### src/rtl/oc_pkg.sv
package oc_pkg;
   typedef enum logic [1:0] {
      MODE_FIXED  = 2'd0,
      MODE_SERIAL = 2'd1,
      MODE_PARALL = 2'd2
   } oc_mode_e;

   localparam logic [2:0] SEL_SERIAL = 3'd5;
   localparam logic [2:0] SEL_PARALL = 3'd6;
endpackage

### src/rtl/oc_default_sel.sv
module oc_default_sel
   import oc_pkg::*;
#(
   parameter int OFF_W = 13
) (
   input  logic [2:0]       sel,
   output oc_mode_e         mode,
   output logic [OFF_W-1:0] fixed_off
);
   always_comb begin
      mode      = MODE_FIXED;
      fixed_off = OFF_W'(8);
      case (sel)
         3'd0:       fixed_off = OFF_W'(8);
         3'd1:       fixed_off = OFF_W'(16);
         3'd2:       fixed_off = OFF_W'(64);
         3'd3:       fixed_off = OFF_W'(256);
         3'd4:       fixed_off = OFF_W'(1024);
         SEL_SERIAL: begin mode = MODE_SERIAL; fixed_off = '0; end
         SEL_PARALL: begin mode = MODE_PARALL; fixed_off = '0; end
         default:    fixed_off = OFF_W'(8);
      endcase
   end
endmodule

### src/rtl/oc_par_unpack.sv
module oc_par_unpack #(
   parameter int OFF_W  = 13,
   parameter int PAR_BIT = 8
) (
   input  logic [OFF_W:0]   word,
   input  logic             parity_on,
   output logic [OFF_W-1:0] off
);
   logic [OFF_W-1:0] plain_w;
   logic [OFF_W-1:0] packed_w;

   for (genvar i = 0; i < OFF_W; i++) begin : g_bit
      assign plain_w[i] = word[i];
      if (i < PAR_BIT) begin : g_low
         assign packed_w[i] = word[i];
      end else begin : g_high
         assign packed_w[i] = word[i+1];
      end
   end

   assign off = parity_on ? packed_w : plain_w;
endmodule

### src/rtl/oc_ser_count.sv
module oc_ser_count #(
   parameter int NBITS = 26
) (
   input  logic clk,
   input  logic clr,
   input  logic step,
   output logic last
);
   localparam int CNT_W = $clog2(NBITS);
   logic [CNT_W-1:0] cnt;

   always_ff @(posedge clk) begin
      if (clr)       cnt <= '0;
      else if (step) cnt <= cnt + 1'b1;
   end

   assign last = (cnt == CNT_W'(NBITS - 1));
endmodule

### src/rtl/oc_loader.sv
module oc_loader
   import oc_pkg::*;
#(
   parameter int OFF_W = 13
) (
   input  logic             clk,
   input  logic             full_rst_n,
   input  logic             part_rst_n,
   input  logic [2:0]       sel,
   input  logic             parity_sel,
   input  logic             wr_en,
   input  logic [OFF_W:0]   prog_data,
   input  logic             ser_en,
   input  logic             ser_din,
   output logic [OFF_W-1:0] ae_off,
   output logic [OFF_W-1:0] af_off,
   output logic             prog_done,
   output logic             fifo_wr_en
);
   localparam int SER_BITS = 2 * OFF_W;

   if (OFF_W < 11) begin : g_chk_w
      $error("OFF_W must hold the largest fixed offset 1024");
   end

   oc_mode_e         mode_q, mode_d;
   logic             parity_q;
   logic             par_idx;
   logic [OFF_W-1:0] fixed_off;
   logic [OFF_W-1:0] par_off;
   logic             par_step, ser_step, ser_last;

   oc_default_sel #(.OFF_W(OFF_W)) u_sel (
      .sel       (sel),
      .mode      (mode_d),
      .fixed_off (fixed_off)
   );

   oc_par_unpack #(.OFF_W(OFF_W), .PAR_BIT(8)) u_unpack (
      .word      (prog_data),
      .parity_on (parity_q),
      .off       (par_off)
   );

   assign par_step = part_rst_n && wr_en  && !prog_done && (mode_q == MODE_PARALL);
   assign ser_step = part_rst_n && ser_en && !prog_done && (mode_q == MODE_SERIAL);

   oc_ser_count #(.NBITS(SER_BITS)) u_cnt (
      .clk  (clk),
      .clr  (!full_rst_n),
      .step (ser_step),
      .last (ser_last)
   );

   always_ff @(posedge clk) begin
      if (!full_rst_n) begin
         mode_q    <= mode_d;
         parity_q  <= parity_sel;
         ae_off    <= fixed_off;
         af_off    <= fixed_off;
         prog_done <= (mode_d == MODE_FIXED);
         par_idx   <= 1'b0;
      end else if (par_step) begin
         if (!par_idx) ae_off <= par_off;
         else begin
            af_off    <= par_off;
            prog_done <= 1'b1;
         end
         par_idx <= 1'b1;
      end else if (ser_step) begin
         ae_off <= {ae_off[OFF_W-2:0], af_off[OFF_W-1]};
         af_off <= {af_off[OFF_W-2:0], ser_din};
         if (ser_last) prog_done <= 1'b1;
      end
   end

   assign fifo_wr_en = wr_en && prog_done;
endmodule

### config.mk
export PLATFORM = sky130hd
export DESIGN_NAME = oc_loader
export DESIGN_NICKNAME = d
export VERILOG_FILES = /design/src/rtl/oc_pkg.sv /design/src/rtl/oc_default_sel.sv /design/src/rtl/oc_par_unpack.sv /design/src/rtl/oc_ser_count.sv /design/src/rtl/oc_loader.sv
export SDC_FILE = /design/constraint.sdc
export NUM_CORES = 1
export LEC_CHECK = 0
export BUFFER_PORTS_ARGS = -buffer_cell sky130_fd_sc_hd__buf_4
export CORE_ASPECT_RATIO = 0.7
export CORE_MARGIN = 5
export CORE_UTILIZATION = 55
export DETAILED_ROUTE_END_ITERATION = 10
export GPL_TIMING_DRIVEN = 0
export HOLD_SLACK_MARGIN = 0.03
export MAX_ROUTING_LAYER = met4
export PLACE_DENSITY = 0.84
export SYNTH_ARGS = -nofsm -noshare
export SYNTH_HDL_FRONTEND = slang
export SYNTH_SLANG_ARGS = --single-unit
### constraint.sdc
create_clock -name clk -period 5.6 [get_ports clk]
set_input_delay 0.28 -clock clk [delete_from_list [all_inputs] [get_ports clk]]
set_output_delay 0.28 -clock clk [all_outputs]
set_load 0.02 [all_outputs]
=== After elaboration in Yosys (flattened, before gate mapping) ===
Cells that the tools add are included.

* Register bits after elaboration: 36
* Output and inout port bits: 28
* Word-level logic and storage cells: 50

* Add/subtract/negate cells: 1
* Eq/ne operators: 13
* Multiplexer cells: 16
* Reduce and logical (&&, ||, !) cells: 13

{| class="wikitable"
|+ Operators with widths
! cell !! number
|-
| $mux W13 || 9
|-
| $pmux W11 S5 || 1
|-
| $eq A3 B3 Y1 const B || 3
|-
| $logic_and A1 B1 Y1 || 7
|-
| $eq A3 B2 Y1 const B || 2
|-
| $ne A3 B1 Y1 const B || 2
|-
| $ne A3 B3 Y1 const B || 2
|-
| $add A5 B1 Y5 const B || 1
|-
| $eq A5 B5 Y1 const B || 1
|-
| $mux W1 || 5
|-
| $pmux W2 S2 || 1
|-
| $reduce_and A2 Y1 || 2
|-
| $eq A3 B1 Y1 const B || 1
|-
| $reduce_and A3 Y1 || 1
|-
| $eq A2 B1 Y1 const B || 1
|-
| $eq A2 B2 Y1 const B || 1
|-
| $logic_not A2 Y1 || 1
|-
| $reduce_or A2 Y1 || 1
|-
| $logic_not A1 Y1 || 1
|}

=== Longest topological paths before layout ===
* Word-level depth: 6
* Gate-level depth with buffers: 5

=== Modules after synthesis ===
From an unflattened synthesis, not the netlist that was laid out.

* Cells, all modules: 188
* Area total of the unflattened synthesis: 1964.4 sq um

{| class="wikitable"
|+ Modules (own cells, without submodules)
! module !! times used !! cells each !! area an instance (sq um) !! sequential area each (sq um)
|-
| oc_loader || 1 || 132 || 1465.2 || 920.9
|-
| oc_ser_count || 1 || 25 || 251.5 || 100.1
|-
| oc_default_sel || 1 || 18 || 131.4 || 0.0
|-
| oc_par_unpack || 1 || 13 || 116.4 || 0.0
|}

=== Worst setup path after synthesis ===
OpenSTA, ideal clock, no wires.

* Kind: register to register
* From: register prog_done
* To: register ae_off[0] (enable)
* Library setup time: 0.405 ns
* Data arrival time: 2.045 ns
* Required time: 5.195 ns
* Setup slack: 3.149 ns
* Stages on the path, launching flop included: 4
* Buffers on the path: 1
* Period minus slack after synthesis: 2.451 ns
* Path through: edfxtp_1 -> nand2b_4 -> clkbuf_1 -> o311ai_1

* Word-level cells in the longest chain between the ends: 5
* Elaborated cells on any way between the ends: 8
* Those cells by class: eq/ne (2); reduce/logical (6)

{| class="wikitable"
|+ RTL lines
! what !! line !! source
|-
| start: declaration || oc_loader.sv:17 || <nowiki>output logic prog_done,</nowiki>
|-
| start signal: assignment || oc_loader.sv:61 || <nowiki>prog_done <= (mode_d == MODE_FIXED);</nowiki>
|-
| $logic_not A1 Y1 (*) || oc_loader.sv:45, oc_loader.sv:46 ||
|-
| $logic_and A1 B1 Y1 (on tied branches) (2 in series) || oc_loader.sv:45, oc_loader.sv:46 ||
|-
| $ne A3 B1 Y1 (no source line) or $ne A3 B3 Y1 (tied branches) || - ||
|-
| $reduce_and A2 Y1 (no source line) (*) || - ||
|-
| end signal: assignment || oc_loader.sv:59 || <nowiki>ae_off <= fixed_off;</nowiki>
|-
| end signal: assignment || oc_loader.sv:64 || <nowiki>if (!par_idx) ae_off <= par_off;</nowiki>
|-
| end signal: assignment || oc_loader.sv:71 || <nowiki>ae_off <= {ae_off[OFF_W-2:0], af_off[OFF_W-1]};</nowiki>
|-
| end: declaration || oc_loader.sv:15 || <nowiki>output logic [OFF_W-1:0] ae_off,</nowiki>
|}

Mark *: on every way between the ends. The rest lies on a longest branch, timed or not.
A chain may end at the register's enable or synchronous reset.

=== Final worst setup path ===
* From: register mode_q[0]
* To: register af_off[10] (enable)

* Word-level cells in the longest chain between the ends: 4
* Elaborated cells on any way between the ends: 7
* Those cells by class: eq/ne (4); reduce/logical (3)

{| class="wikitable"
|+ RTL lines
! what !! line !! source
|-
| start: declaration || oc_loader.sv:26 || <nowiki>oc_mode_e mode_q, mode_d;</nowiki>
|-
| start signal: assignment || oc_loader.sv:57 || <nowiki>mode_q <= mode_d;</nowiki>
|-
| $eq A2 B2 Y1 or $eq A2 B1 Y1 (tied branches) || oc_loader.sv:45, oc_loader.sv:46 ||
|-
| $logic_and A1 B1 Y1 (on tied branches) || oc_loader.sv:45, oc_loader.sv:46 ||
|-
| $ne A3 B3 Y1 (no source line) or $ne A3 B1 Y1 (tied branches) || - ||
|-
| $reduce_and A2 Y1 (no source line) (*) || - ||
|-
| end signal: assignment || oc_loader.sv:60 || <nowiki>af_off <= fixed_off;</nowiki>
|-
| end signal: assignment || oc_loader.sv:66 || <nowiki>af_off <= par_off;</nowiki>
|-
| end signal: assignment || oc_loader.sv:72 || <nowiki>af_off <= {af_off[OFF_W-2:0], ser_din};</nowiki>
|-
| end: declaration || oc_loader.sv:16 || <nowiki>output logic [OFF_W-1:0] af_off,</nowiki>
|}

Marked as above.

==> run metrics <==
outcome=finished clean; Avg Inst Size Synth=12.2 um^2; Final Skew=9.91 ps; asr flop ratio synth=0; peak supply drop=~0.00017 V; Critical Path RT=roughly 5500 ps; Slew @ Worst Pin=around 680 ps; Max stage delay on crit path=490 ps; dpl hpwl=3730 um; Finished Cell Area=between 0.002 and 0.0025 mm^2; wire per inst=20.2 um; placed cells=237; worst hold-check path type=input pin to flip-flop; Power Dens Cells=286 mW/mm^2; CTS tree=done; Via Count=1,601; Setup CP Type=flip-flop to flip-flop; vias in the first global route=1,559; global-route wire length before repair=7940 um; Synth Warn #=0; fraction of layout cells with a size suffix above 1=0.348; Hold Slack=167 ps; flop2flop setup slack=~3600 ps; CP Max Fanout=13; Fin. Hold Viols=0; Layout area overhead=28.7%; CP cell instances=and3b_2 > buf_2 > nand3_1 > nand3_1; Setup violations, final=0; Rows=17; Syn Nets=177; post-route insts no fill=245; hold buffer count at CTS=0; initial antenna violation count=0; Synth area leaders=edfxtp_1, dfxtp_1, a22o_1, nand3_1, o2bb2ai_1; CP Capture Type=flip-flop; DP Worst Slack=3610 ps; Lkg Pwr=between 0.9 and 1 nW; unrepaired setup endpoints after global routing=no; ANT nets after route=0; startpoint types=flip-flop; CTS resizes=0; Via-to-Cell Ratio=approximately 6.5; Core Region=0.00319 mm^2; Register Area=0.00102 mm^2; most common cell after layout, fill and taps aside=buf_4; final net count=232; Total GRT Usage=0.238; ys flop type=edfxtp_1; Slew Limit Fails=0; setup TNS=0 ps; DRT Pass-1 Iters=5; Worst-path clk slew=70 ps; IO Pins=between 50 and 60; Total Power=slightly below 700 uW; DIE AREA=about 0.0046 mm^2; Tcrit/Tclk final=0.362; post-placement cell area=between 0.002 and 0.0025 mm^2; Mapped Area=0.00184 mm^2; post-layout util=0.741; die width=79.1 um; Critical Path AT=between 1500 and 2000 ps; Longest Clk Path Bufs=2; Port Buffers=47; Synth Instances=151; H-Tree Level Count=2; Yosys top cell area share=0.490; root buf cell=clkbuf_8; # DRC=0; CTS Sinks=36; Post-Route WL=4940 um; f_max=0.494 GHz; max-cap viol count=0; Final min period=between 2000 and 2500 ps; ant diodes=0; Initial Util=0.576; largest net degree at the start of global routing=14; cell taking the most area after synthesis=edfxtp_1; CP most frequent cell=nand3_1; most frequent cells in the layout=buf_4, edfxtp_1, nand3_1; worst skew pair latency=300 ps; gr ovfl total=0; PnR worst setup slack=3570 ps; CP max stage cell=nand3_1; Post CTS Setup Buffer Count=0; number of flops mapped to enable cells by yosys=30; GPL Wtd Cong=0.851; initial drt markers=133; Seq/Total Area, Yosys=0.555; number of buffers created by CTS=5; max_slew headroom=0.546; overall die height=58.4 um; multi-input logic area=approximately 760 um^2; Unique masters post-synth=43; Filler Cell Count=220; Yosys reg bits=36
flip-flops by register name (all words and copies together) (netlist names):
register   cells
parity_q       1
mode_q         2
par_idx        1
af_off        13
prog_done      1
u_cnt.cnt      5
ae_off        13
kinds of logic (layout without fill, tap and decap cells):
logic type / count (synthesis) / after routing / synth area share
compound gates: 46 / 46 / 0.178
simple gates: 46 / 46 / 0.177
flops: 36 / 36 / 0.555
buf+inv: 14 / 70 / 0.0374
mux: 6 / 6 / 0.0340
fa+ha+maj: 2 / 2 / 0.0136
xor+xnor: 1 / 1 / 0.00477
final cells by class:
type / instances / area share
Buffer: 12 / 0.0259
Clock buffer: 5 / 0.0291
Clock inverter: 3 / 0.0180
Inverter: 2 / 0.00317
Multi-Input combinational cell: 101 / 0.320
Sequential cell: 36 / 0.432
Tap cell: 38 / 0.0201
Timing Repair Buffer: 48 / 0.152
final timing paths:
check                                   from      endpoint  cells after the start
worst max-delay path               mode_q[0]    af_off[10]                      4
worst min-delay path              parity_sel      parity_q                      1
worst max register to register     mode_q[0]    af_off[10]                      4
worst min register to register  u_cnt.cnt[4]  u_cnt.cnt[4]                      2
Yosys cell counts (2+ instances only):
cell type / count
edfxtp_1: 30
nand3_1: 14
a21oi_1: 10
a22o_1: 10
dfxtp_1: 6
o2bb2ai_1: 6
a31oi_1: 5
clkbuf_1: 5
nand2_1: 5
o21ai_1: 5
buf_2: 4
mux2i_1: 4
o31ai_1: 4
nor2_1: 3
and2_1: 2
and3b_1: 2
and3b_2: 2
ha_1: 2
mux2_1: 2
nand4_1: 2
nand4b_1: 2
nor3_1: 2
nor4b_1: 2
o21ai_0: 2
or4_1: 2
power breakdown:
part | internal (mW) | total (mW) | switching [mW]
Clock | 0.132 | 0.229 | 0.0970
Sequential | 0.314 | 0.328 | 0.0141
Combinational | 0.0514 | 0.121 | 0.0691
worst max-delay path: cells and delay by family, from the launching register on:
| family | cells | cell delay [ps] |
|---|---|---|
| buf+inv | 1 | 240 |
| flops | 1 | 470 |
| simple gates | 3 | 930 |
per-layer routing:
| metal | share of wire | routed length, um | track usage |
|---|---|---|---|
| met2 | 0.46 | 2290 | 0.363 |
| met3 | 0.11 | 539 | 0.0642 |
| met1 | 0.40 | 1990 | 0.303 |
| met4 | 0.024 | 119 | 0.103 |
| met5 | 0 | 0 | - |
(Power assumes the default switching activity.)
